**config.mk**
```make
export PLATFORM = sky130hd
export DESIGN_NAME = iq_ingress_buf
export DESIGN_NICKNAME = d
export VERILOG_FILES = /design/src/rtl/iq_ingress_pkg.sv /design/src/rtl/iq_rst_sync.sv /design/src/rtl/iq_ingress_ctrl.sv /design/src/rtl/iq_sample_fifo.sv /design/src/rtl/iq_ingress_buf.sv
export SDC_FILE = /design/constraint.sdc
export NUM_CORES = 1
export LEC_CHECK = 0
export ABC_AREA = 1
export BUFFER_PORTS_ARGS = -buffer_cell sky130_fd_sc_hd__buf_2
export CORE_MARGIN = 1
export CORE_UTILIZATION = 47
export DETAILED_ROUTE_END_ITERATION = 10
export PLACE_DENSITY = 0.62
export SYNTH_ARGS = -nofsm -noshare
export SYNTH_HDL_FRONTEND = slang
export SYNTH_SLANG_ARGS = --single-unit
export TNS_END_PERCENT = 20
```
**constraint.sdc**
```tcl
create_clock -name clk -period 1.52 [get_ports clk]
set_input_delay 0.076 -clock clk [delete_from_list [all_inputs] [get_ports clk]]
set_output_delay 0.076 -clock clk [all_outputs]
set_load 0.03 [all_outputs]
```
**src/rtl/iq_ingress_pkg.sv**
```systemverilog
// Shared types for the IQ ingress buffer.
// Assumes a sample word made of two equal-width halves, I in the low half.
package iq_ingress_pkg;
    localparam int IQ_W   = 16;
    localparam int WORD_W = 2 * IQ_W;

    typedef struct packed {
        logic [IQ_W-1:0] q;
        logic [IQ_W-1:0] i;
    } iq_word_t;
endpackage

```
**src/rtl/iq_rst_sync.sv**
```systemverilog
// Reset release synchroniser.
// Asserts its output asynchronously with rst_n.
// Releases it only after STAGES rising edges of clk.
// Assumes rst_n is held low for at least one clock cycle.
module iq_rst_sync #(
    parameter int STAGES = 2
) (
    input  logic clk,
    input  logic rst_n,
    output logic rst_sync_n
);
    logic [STAGES-1:0] chain_q;

    // Shift ones in after release; clear the whole chain on reset.
    always_ff @(posedge clk or negedge rst_n) begin
        if (!rst_n) begin
            chain_q <= '0;
        end else begin
            chain_q <= {chain_q[STAGES-2:0], 1'b1};
        end
    end

    assign rst_sync_n = chain_q[STAGES-1];
endmodule

```
**src/rtl/iq_ingress_ctrl.sv**
```systemverilog
// Mode and arming control.
// Decides which valid strobes are accepted and delays the capture enable by
// one cycle, so that it lines up with the data word that trails its strobe.
// Also produces the flush request for a resync pulse in resync-armed mode.
// Assumes mode_sync is quasi-static.
module iq_ingress_ctrl (
    input  logic clk,
    input  logic rst_n,
    input  logic mode_sync,
    input  logic in_valid,
    input  logic in_resync,
    output logic wr_req,
    output logic flush
);
    logic armed_q;
    logic accept;
    logic valid_d_q;

    assign flush = mode_sync & in_resync;

    // A strobe is accepted in flow-controlled mode, or once armed, or with a resync.
    assign accept = mode_sync ? (armed_q | in_resync) : 1'b1;

    // Track arming: cleared outside resync-armed mode, set by a resync pulse.
    always_ff @(posedge clk or negedge rst_n) begin
        if (!rst_n) begin
            armed_q <= 1'b0;
        end else if (!mode_sync) begin
            armed_q <= 1'b0;
        end else if (in_resync) begin
            armed_q <= 1'b1;
        end
    end

    // Delay the accepted strobe by one cycle to meet its data word.
    always_ff @(posedge clk or negedge rst_n) begin
        if (!rst_n) begin
            valid_d_q <= 1'b0;
        end else begin
            valid_d_q <= in_valid & accept;
        end
    end

    // A flush in the capture cycle discards the pending word.
    assign wr_req = valid_d_q & ~flush;
endmodule

```
**src/rtl/iq_sample_fifo.sv**
```systemverilog
// Sample store with first-word fall-through read.
// Holds DEPTH words. Reports its occupancy, and drops a write that finds it
// full with no read in the same cycle, setting a sticky overflow flag.
// A flush empties it; any read in that cycle is ignored.
module iq_sample_fifo
    import iq_ingress_pkg::*;
#(
    parameter int DEPTH = 16,
    localparam int PTR_W = (DEPTH > 1) ? $clog2(DEPTH) : 1,
    localparam int CNT_W = $clog2(DEPTH + 1)
) (
    input  logic             clk,
    input  logic             rst_n,
    input  logic             flush,
    input  logic             wr_req,
    input  iq_word_t         wr_data,
    input  logic             rd_en,
    output iq_word_t         rd_data,
    output logic             empty,
    output logic [CNT_W-1:0] level,
    output logic             ovf
);
    iq_word_t         mem_q [DEPTH];
    logic [PTR_W-1:0] wr_ptr_q;
    logic [PTR_W-1:0] rd_ptr_q;
    logic [CNT_W-1:0] cnt_q;
    logic             full;
    logic             pop;
    logic             push;
    logic             lost;

    assign full  = (cnt_q == CNT_W'(DEPTH));
    assign empty = (cnt_q == '0);
    assign pop   = rd_en & ~empty & ~flush;
    assign push  = wr_req & (~full | pop);
    assign lost  = wr_req & full & ~pop;
    assign level = cnt_q;

    // Step a pointer with wrap at DEPTH.
    function automatic logic [PTR_W-1:0] bump(input logic [PTR_W-1:0] p);
        return (p == PTR_W'(DEPTH - 1)) ? '0 : p + 1'b1;
    endfunction

    // Store the incoming word at the write pointer.
    always_ff @(posedge clk) begin
        if (push) begin
            mem_q[wr_ptr_q] <= wr_data;
        end
    end

    // Maintain pointers and occupancy; flush returns everything to empty.
    always_ff @(posedge clk or negedge rst_n) begin
        if (!rst_n) begin
            wr_ptr_q <= '0;
            rd_ptr_q <= '0;
            cnt_q    <= '0;
        end else if (flush) begin
            wr_ptr_q <= '0;
            rd_ptr_q <= '0;
            cnt_q    <= '0;
        end else begin
            if (push) begin
                wr_ptr_q <= bump(wr_ptr_q);
            end
            if (pop) begin
                rd_ptr_q <= bump(rd_ptr_q);
            end
            if (push && !pop) begin
                cnt_q <= cnt_q + 1'b1;
            end else if (pop && !push) begin
                cnt_q <= cnt_q - 1'b1;
            end
        end
    end

    // Record any dropped sample until reset.
    always_ff @(posedge clk or negedge rst_n) begin
        if (!rst_n) begin
            ovf <= 1'b0;
        end else if (lost) begin
            ovf <= 1'b1;
        end
    end

    assign rd_data = mem_q[rd_ptr_q];
endmodule

```
**src/rtl/iq_ingress_buf.sv**
```systemverilog
// IQ sample ingress buffer, top level.
// Synchronises the reset release, pairs each valid strobe with the word that
// follows it, stores the samples, and drives ready in flow-controlled mode.
// Ready drops when READY_MARGIN or fewer entries are free, which covers the
// one-cycle ready latency plus the one-cycle capture delay.
module iq_ingress_buf
    import iq_ingress_pkg::*;
#(
    parameter int DEPTH        = 16,
    parameter int READY_MARGIN = 2,
    parameter int SYNC_STAGES  = 2,
    localparam int CNT_W = $clog2(DEPTH + 1)
) (
    input  logic              clk,
    input  logic              rst_n,
    input  logic              mode_sync,
    input  logic              in_valid,
    input  logic              in_resync,
    input  logic [WORD_W-1:0] in_data,
    output logic              in_ready,
    input  logic              rd_en,
    output logic [IQ_W-1:0]   rd_i,
    output logic [IQ_W-1:0]   rd_q,
    output logic              rd_empty,
    output logic              ovf_flag
);
    logic             rst_sync_n;
    logic             wr_req;
    logic             flush;
    iq_word_t         rd_word;
    logic [CNT_W-1:0] level;

    iq_rst_sync #(.STAGES(SYNC_STAGES)) rst_sync_i (
        .clk        (clk),
        .rst_n      (rst_n),
        .rst_sync_n (rst_sync_n)
    );

    iq_ingress_ctrl ctrl_i (
        .clk       (clk),
        .rst_n     (rst_sync_n),
        .mode_sync (mode_sync),
        .in_valid  (in_valid),
        .in_resync (in_resync),
        .wr_req    (wr_req),
        .flush     (flush)
    );

    iq_sample_fifo #(.DEPTH(DEPTH)) fifo_i (
        .clk     (clk),
        .rst_n   (rst_sync_n),
        .flush   (flush),
        .wr_req  (wr_req),
        .wr_data (iq_word_t'(in_data)),
        .rd_en   (rd_en),
        .rd_data (rd_word),
        .empty   (rd_empty),
        .level   (level),
        .ovf     (ovf_flag)
    );

    // Ready only out of reset, in flow-controlled mode, with spare room.
    assign in_ready = rst_sync_n & ~mode_sync
                    & (level <= CNT_W'(DEPTH - READY_MARGIN - 1));

    assign rd_i = rd_word.i;
    assign rd_q = rd_word.q;
endmodule

```
After elaboration in Yosys (flattened, before gate mapping)
Memories as Yosys holds them, arrays and structs flattened.
Cells that the tools add are included.
- bits of input ports: 38
- logic and storage cells: 56
- output and inout port bits: 35
- memories: 1
- memory bits (writable): 512
- register bits after elaboration: 18
- bitwise operators: 17
- reduce and logical (&&, ||, !) cells: 8
- equal/unequal tests: 4
- muxes and demuxes: 14
- order comparisons: 1
- add/sub/neg operators: 4
- memory list (memory ; depth ; width ; rd ports ; clocked after memory_dff ; write ports ; RTL line ; RTL):
    fifo_i.mem_q ; 16 ; 32 ; 1 ; 0 ; 1 ; iq_sample_fifo.sv:23 ; iq_word_t mem_q [DEPTH];
- operator list (kind ; count):
    4-bit 2-to-1 mux ; 6
    5-bit 2-to-1 mux ; 3
    1-bit AND ; 10
    4-bit by 1-bit adder with 4-bit output, second input constant ; 2
    4-bit == test, second input constant ; 2
    5-bit by 1-bit adder with 5-bit output, second input constant ; 1
    5-bit == test, second input constant ; 1
    5-bit by 4-bit <= comparator with 1-bit output, second input constant ; 1
    5-bit zero test ; 1
    1-bit 2-to-1 mux ; 5
    1-bit inverter ; 5
    5-bit by 1-bit subtractor with 5-bit output, second input constant ; 1
    2-bit nonzero test ; 2
    3-bit nonzero test ; 1
    1-bit logical AND ; 2
    1-bit zero test ; 2
    2-bit by 1-bit != test with 1-bit output, second input constant ; 1
    1-bit bitwise OR ; 2

Logic depth before layout (Yosys ltp)
Gate-level depths: netlist of the first run.
- depth after elaboration: 11
- mapped depth: 14
- mapped depth without buffers: 14

Hierarchy
From an unflattened synthesis of the first run, not the netlist that was laid out.
- cell total of the unflattened synthesis: 1633
- area total of the unflattened synthesis: 21074.0 sq um
- modules (own cells, without submodules) (module ; area an instance (sq um) ; sequential area each (sq um) ; cells an instance ; times used):
    iq_sample_fifo ; 20910.1 ; 15725.1 ; 1613 ; 1
    iq_ingress_ctrl ; 87.6 ; 50.0 ; 11 ; 1
    iq_rst_sync ; 53.8 ; 50.0 ; 3 ; 1
    iq_ingress_buf ; 22.5 ; 0.0 ; 6 ; 1

Worst setup path before layout of the first run
Ideal clock, no wire load.
- kind: register to register
- from: reg fifo_i.cnt_q[1], in the netlist fifo_i.level[1]
- to: mem fifo_i.mem_q[0][0] in the netlist's numbering (enable)
- path buffers: 0
- library setup time: 0.421 ns
- arrival time: 2.475 ns
- cell stages (with the launch flop): 9
- setup slack: -1.376 ns
- clock period less this slack: 2.896 ns
- required time: 1.099 ns
- path through: dfrtp_1 > nor2_1 > nand3_1 > nand3_1 > nand2_1 > nand2_1 > inv_2 > nand2_1 > nor2_1
- cells in the longest elaborated chain, start to end: 8
- elaborated cells on any way between the ends: 10
- those cells by class: 1 x eq/ne; 2 x mux; 6 x bitwise; 1 x reduce/logical
- RTL lines (item ; RTL line ; RTL):
    start: declaration ; iq_sample_fifo.sv:26 ; logic [CNT_W-1:0] cnt_q;
    start signal: assignment ; iq_sample_fifo.sv:69 ; cnt_q <= cnt_q + 1'b1;
    start signal: assignment ; iq_sample_fifo.sv:71 ; cnt_q <= cnt_q - 1'b1;
    5-bit zero test ; iq_sample_fifo.sv:33 ; assign empty = (cnt_q == '0);
    1-bit inverter ; iq_sample_fifo.sv:34 ; assign pop = rd_en & ~empty & ~flush;
    1-bit AND (2 in series) ; iq_sample_fifo.sv:34 ;
    1-bit bitwise OR * ; iq_sample_fifo.sv:35 ; assign push = wr_req & (~full | pop);
    1-bit AND * ; iq_sample_fifo.sv:35 ;
    1-bit 2-to-1 mux * ; iq_sample_fifo.sv:46 ; if (push) begin
    1-bit 2-to-1 mux (not written as such) * ; iq_sample_fifo.sv:47 ; mem_q[wr_ptr_q] <= wr_data;
    end: declaration ; iq_sample_fifo.sv:23 ;
Every way passes the cells marked *; elsewhere a longest branch is shown, timed or not.

Worst setup path in the final report of the first run
- from: reg fifo_i.rd_ptr_q[0]
- to: out rd_i[4]
- cells in the longest elaborated chain, start to end: 1
- RTL lines (item ; RTL line ; RTL):
    start: declaration ; iq_sample_fifo.sv:25 ; logic [PTR_W-1:0] rd_ptr_q;
    start signal: assignment ; iq_sample_fifo.sv:66 ; rd_ptr_q <= bump(rd_ptr_q);
    memory 16 x 32 bit ; -- ;
    end: declaration ; iq_ingress_buf.sv:22 ; output logic [IQ_W-1:0] rd_i,
Every way passes these cells.

==> results of run 1 <==
[critical path, cell delays in order, from the launching register on]
cell and delay, ps:
dfrtp_4 560, clkinv_8 120, buf_12 150, buf_12 140, buf_6 120, nor2_1 40
o221ai_1 230, nand3_1 120, nand2_2 100, buf_6 130
[layer usage]
metal,GRT usage (%),vias to the layer above
li1,-,6272
met1,33.75,7078
met2,43.69,538
met3,4.398,127
met4,9.261,0
met5,0,-
[cell type report]
class,instances,area [um^2]
multi-input cells,859,5361
repair inverters,1,16.27
clock buffers,60,1395
well taps,585,732.0
flip-flops and latches,530,15830
inverters,23,116.4
fillers,3145,15750
clock inverters,32,242.7
repair buffers,325,4106
[cells by family after synthesis]
family                   share of synthesized area [%]
flip-flops                                       75.53
other                                          0.01790
AO/OA/AOI/OAI                                    9.799
AND/OR/NAND/NOR                                  11.05
buffers and inverters                            2.842
XOR/XNOR                                        0.1254
adder cells (fa/ha/maj)                         0.6330
[power breakdown]
part / total, W / leakage (nW) / internal, W / switching, W
logic: 0.0220 / 4.15 / 0.00954 / 0.0125
registers: 0.0171 / 4.84 / 0.0167 / 0.000328
clock network: 0.0125 / 0.800 / 0.00706 / 0.00541
[layout by cell type, fill, tap and decap left out, types with 8 or more instances in the layout]
cell | netlist | routed
a21oi_1 | 14 | 11
buf_12 | 0 | 79
buf_16 | 0 | 14
buf_2 | 38 | 43
buf_4 | 7 | 78
buf_6 | 10 | 54
clkbuf_16 | 0 | 61
clkinv_1 | 0 | 12
clkinv_2 | 0 | 11
dfrtp_1 | 18 | 14
dlygate4sd3_1 | 0 | 41
edfxtp_1 | 512 | 512
inv_1 | 15 | 13
nand2_1 | 297 | 258
nand2_2 | 3 | 31
nand2_8 | 0 | 8
nand3_1 | 133 | 103
nand3_2 | 0 | 29
nor2_1 | 131 | 103
nor2_2 | 0 | 11
nor2_4 | 0 | 17
o21ai_0 | 35 | 24
o21ai_1 | 95 | 88
o21ai_2 | 0 | 14
o221ai_1 | 87 | 71
o221ai_2 | 32 | 48
[stage by stage]
step | hold WS (ps) | instance area, um^2 | power [W]
after floorplan | -219.6 | 21160 | 0.02754
after global placement | -137.6 | 23690 | 0.03400
after detailed placement | -136.4 | 23690 | 0.03425
after CTS | 11.69 | 27240 | 0.05069
after global routing | 72.16 | 27800 | 0.05379
final | 48.56 | 27800 | 0.05157
[state kept, by name, indices dropped and copies added (netlist names)]
signal              cells
fifo_i.rd_ptr_q         4
fifo_i.level            5
rst_sync_i.chain_q      2
ctrl_i.armed_q          1
fifo_i.wr_ptr_q         4
fifo_i.mem_q          512
ctrl_i.valid_d_q        1
fifo_i.ovf              1
[worst paths after layout]
path | to | slack [ps] | cells past startpoint
min in group asynchronous | fifo_i.ovf | 230 | 1
max in group asynchronous | rst_sync_i.chain_q[1] | 1000 | 3
min reg2reg | fifo_i.ovf | 230 | 1
max | rd_i[4] | -880 | 9
max reg2reg | fifo_i.mem_q[6][21] | -500 | 12
min | fifo_i.wr_ptr_q[0] | 50 | 5
[timing repair]
item                                    4_1_cts  5_1_grt
endpoints found under the setup margin      557      559
gates cloned                                 18        6
gates resized for setup                     204       97
setup buffers                                34       13
endpoints found under the hold margin       521        0
pin swaps                                    54       56
hold buffers                                 41        0
==> run summary, run 1 <==
Detail Route met3 WL: 3712 um
CTS Root Cell: clkbuf_16
Die area: 45,430 um^2
Reg-to-reg startpoint: fifo_i.level[1]
Yosys reg bits: 530
Hold Path Origin: mode_sync
PortBufs: 72
RSZ-0062 raised after global routing: true
Final setup fails: 559
DR WL met2: 28,920 um
GRT overflow: 0
HPWL after DPL: 32,170 um
Number of vias per cell: 5.803
Worst setup margin: -875.2 ps
Die width: 213.1 um
Share of cells above drive strength 1: 30.22%
Largest cells by area after synthesis: edfxtp_1 (73%), nand2_1 (5.3%), o221ai_1 (3.6%)
WL final: 57,880 um
Initial Util: 48.11%
Worst setup path category: register to output port
Critical Path Start Type: register
Clock sink total: 530
Crit-path max FO: 7
Max cap viols: 0
Clk slew on worst S/H paths: 60 ps
Synth Cell Area: 20,950 um^2
Cell Rows: 76
Minimum clock period after layout: 2395 ps
Pleak: 9.784 nW
Skew-Pair Late Insertion Delay: 600 ps
Die height: 213.1 um
Routed via count: 14,020
NumNets Final: 1,841
Synth async-reset ratio: 3.396%
M1 wire length: 23,220 um
Worst Hold Class: primary input to register
CTS tree: yes
Slew Limit Fails: 0
VDD IR-drop max: 0.001442 V
FMAX: 417.5 MHz
Iteration-0 DRC Markers: 1,170
CP required: 1440 ps
Setup crit end kind: output port
Cell taking the most area after synthesis: edfxtp_1
Post-route ant nets: 0
Uppermost routed layer: met4
Largest net degree at the start of global routing: 35
CORE AREA: 43,550 um^2
Pwr Density: 1855 nW/um^2
Violated checks: negative setup slack
Post-synth top cells: edfxtp_1 (512), nand2_1 (297), nand3_1 (133), nor2_1 (131), o21ai_1 (95)
I/O pin total: 73
Initial antenna violation count: 0
Synth warn: 0
Post-synthesis sequential area ratio: 75.53%
DR WL/cell: 23.97 um
Layout area overhead: 32.69%
Synth Instances: 1,508
Post-synthesis net count: 1,556
Share of the synthesized area in the top cell type: 73.38%
Worst EP arrival: 2320 ps
CTS HTree Levels: 2
Ys flop type: edfxtp_1
Routability cong.: 0.7714
Top-count cell post-synth: edfxtp_1
DR pass1 iterations: 5
Clock buffer depth: 3
Setup WS pre-CTS: -426.5 ps
Diode count: 0
Remaining DRCs: 0
Number of distinct library cells after synthesis: 30
Crit path from: fifo_i.rd_ptr_q[0]
Period utilization: 157.6%
First-pass GRT wire length: 85,850 um
EDFF count, synth: 512
Placed cells: 2,219
Outcome: finished, violations left
Endpoints failing hold: 0
Clock skew: 11.18 ps
Mean Syn Cell Area: 13.89 um^2
Gr usage total: 25.87%
Vias in the first global route: 14,270
Num CTS Buffers: 53
Post-Layout Cell Count: 2,415
Final core utilization: 63.84%
Setup TNS: -212,480 ps
Power figures use the tool's default switching activity.
==> run 2, diff against run 1 <==
--- a/config.mk
+++ b/config.mk
@@ -5,7 +5,6 @@
 export SDC_FILE = /design/constraint.sdc
 export NUM_CORES = 1
 export LEC_CHECK = 0
-export ABC_AREA = 1
 export BUFFER_PORTS_ARGS = -buffer_cell sky130_fd_sc_hd__buf_2
 export CORE_MARGIN = 1
 export CORE_UTILIZATION = 47
==> run 2 against run 1 <==
Against the previous run: fmax shrank 5.9%; the run ends with negative hold slack, negative setup slack left; highest routed layer unchanged; flip-flop and latch count is the same; critical path depth shrank 1; setup slack lost 150 ps; area after synthesis shrank 3.5%.
==> run summary, run 2 <==
Critical path cell sequence: buf_12 > buf_12 > buf_12 > buf_12 > mux4_2 > o22ai_2 > nor2_1 > buf_4
DR WL/cell: 26.45 um
Gr usage total: 22.14%
Iteration-0 DRC Markers: 838
Worst Hold Class: primary input to register
Synth Cell Area: 20,230 um^2
P_sw: 0.01215 W
GRT overflow: 0
NumNets Final: 1,264
Die width: 209.4 um
Max cap viols: 0
Slew Limit Fails: 0
Num CTS Buffers: 53
Hold slack: -43.85 ps
Critical path destination: rd_i[10]
Mean Syn Cell Area: 22.10 um^2
DR pass1 iterations: 5
Die height: 209.4 um
Setup crit end kind: output port
R2r endpoint: fifo_i.level[3]
Post-synthesis net count: 963
Vias in the first global route: 11,050
PortBufs: 72
Max stage delay cell, worst path: dfrtp_4
Largest cells by area after synthesis: edfxtp_1 (76%), mux4_2 (14%), dfrtp_1 (2.2%)
Cell Rows: 75
Reg power frac: 38.7%
Placed cells: 1,626
# hold bufs at CTS: 39
Setup WS pre-CTS: -914.9 ps
First-pass GRT wire length: 69,830 um
Clock sink total: 530
Die area: 43,870 um^2
Combinational power share: 30.8%
Worst R2R Path Depth: 8
EDFF count, synth: 512
CP required: 1440 ps
Measured slew at the worst slew-check pin: 741.5 ps
Int Power: 0.03105 W
Slew margin rel.: 50.36%
VDD IR-drop max: 0.0009654 V
Number of vias per cell: 5.800
Post-synthesis sequential area ratio: 78.24%
Most common cell after layout, fill and taps aside: edfxtp_1
Remaining DRCs: 0
CTS Root Cell: clkbuf_16
Crit path from: fifo_i.rd_ptr_q[0]
WL final: 47,500 um
Minimum clock period after layout: 2545 ps
Outcome: finished, violations left
Initial antenna violation count: 0
Routed via count: 10,420
Largest net degree at the start of global routing: 27
Share of cells above drive strength 1: 45.19%
Pleak: 8.805 nW
Worst EP arrival: 2470 ps
CTS HTree Levels: 2
Sw frac: 28.13%
CORE AREA: 42,230 um^2
Synth warn: 0
Final setup fails: 560
Clk network pwr share: 30.5%
Power, Total: 0.04320 W
Most frequent cells in the layout: edfxtp_1 (512), mux4_2 (128), buf_4 (86)
Worst setup path category: register to output port
Number of distinct library cells after synthesis: 50
Skew-Pair Late Insertion Delay: 590 ps
Synth Instances: 915
HPWL after DPL: 27,790 um
Post-synth top cells: edfxtp_1 (512), mux4_2 (128), o22ai_1 (64), nor2_1 (42), clkbuf_1 (27)
Worst setup margin: -1025 ps
Ys flop type: edfxtp_1
Cell mode on critical path: buf_12
Period utilization: 167.4%
Crit-path max cell delay: 500 ps
Violated checks: negative hold slack, negative setup slack
Critical Path Start Type: register
Reg-to-reg startpoint: fifo_i.level[2]
I/O pin total: 73
Routability cong.: 0.7926
Cell taking the most area after synthesis: edfxtp_1
CTS tree: yes
Diode count: 0
Crit-path max FO: 8
Top-count cell post-synth: edfxtp_1
Endpoints failing hold: 1
Clock skew: 15.62 ps
Register-to-Register Setup Slack: -850 ps
Clk slew on worst S/H paths: 60 ps
Share of the synthesized area in the top cell type: 76.02%
Synth async-reset ratio: 3.396%
Post-Layout Cell Count: 1,796
Biggest regs: fifo_i.mem_q x512, fifo_i.level x5
Reg with most FFs: fifo_i.mem_q
Post-route ant nets: 0
Max reg flops: 512
Layout area overhead: 31.49%
FMAX: 392.9 MHz
Pwr Density: 1624 nW/um^2
Initial Util: 47.90%
Clock buffer depth: 3
Yosys reg bits: 530
RSZ-0062 raised after global routing: true
[run 2: area by class of cell]
| type | count | area, um^2 |
|---|---|---|
| sequential | 530 | 15840 |
| inverter | 6 | 22.52 |
| timing repair buffer | 295 | 3443 |
| multi-input combinational | 330 | 4866 |
| clock buffer | 63 | 1385 |
| clock inverter | 33 | 367.9 |
| tap | 539 | 674.4 |
| fill | 2827 | 15630 |
[run 2: logic make-up after synthesis]
group	share of synthesized area, %
other	0.01854
multiplexers	14.62
buffers and inverters	1.206
XOR/XNOR	0.08662
adder cells (fa/ha/maj)	0.6558
flip-flops	78.24
AND/OR/NAND/NOR	2.165
AO/OA/AOI/OAI	3.006
[run 2: how the worst min path moves through the flow]
stage | from | to | slack (ps) | depth (start not counted)
final | rd_en | fifo_i.ovf | -40 | 3
after global routing | rd_en | fifo_i.ovf | -40 | 3
after CTS | rd_en | fifo_i.ovf | -60 | 3
after detailed placement | rst_n | rst_sync_i.chain_q[0] | -130 | 1
after global placement | rst_n | rst_sync_i.chain_q[0] | -140 | 1
after floorplan | rst_n | rst_sync_i.chain_q[0] | -220 | 0
[run 2: timing repair]
action                                  4_1_cts  5_1_grt
endpoints found under the hold margin       518        1
endpoints found under the setup margin      560      560
pin swaps                                    38       30
resized for setup                           144       55
setup buffers                                18        7
gates cloned                                 14        7
[run 2: power groups by stage]
stage	registers, W	clock network, W	logic, W
final	0.0167	0.0132	0.0133
after global routing	0.0168	0.0139	0.0141
after CTS	0.0167	0.0134	0.0129
after detailed placement	0.0170	0	0.0111
after global placement	0.0170	0	0.0110
after floorplan	0.0170	0	0.00664
[run 2: through the flow]
step / instance area [um^2] / hold slack (ps) / TNS, ps / util [%]
final: 26600 / -43.85 / -330660 / 62.98
after global routing: 26600 / -37.18 / -355410 / 62.98
after CTS: 26300 / -63.68 / -317170 / 62.29
after detailed placement: 23040 / -133.7 / -378520 / 54.56
after global placement: 23040 / -137.1 / -370100 / 54.56
after floorplan: 20380 / -219.6 / -453210 / -
[run 2: routing by layer]
metal / global-route usage (%) / vias to the layer above / wire length [um]
li1: - / 4506 / -
met1: 30.34 / 5499 / 19390
met2: 37.41 / 347 / 24350
met3: 2.933 / 65 / 2870
met4: 6.516 / 0 / 887
met5: 0 / - / 0
[run 2: worst max-delay path, delay by kind of cell (launching register included)]
kind | cells | cell delay (ps)
buf+inv | 5 | 750
flops | 1 | 500
mux | 1 | 420
compound gates | 1 | 140
simple gates | 1 | 60
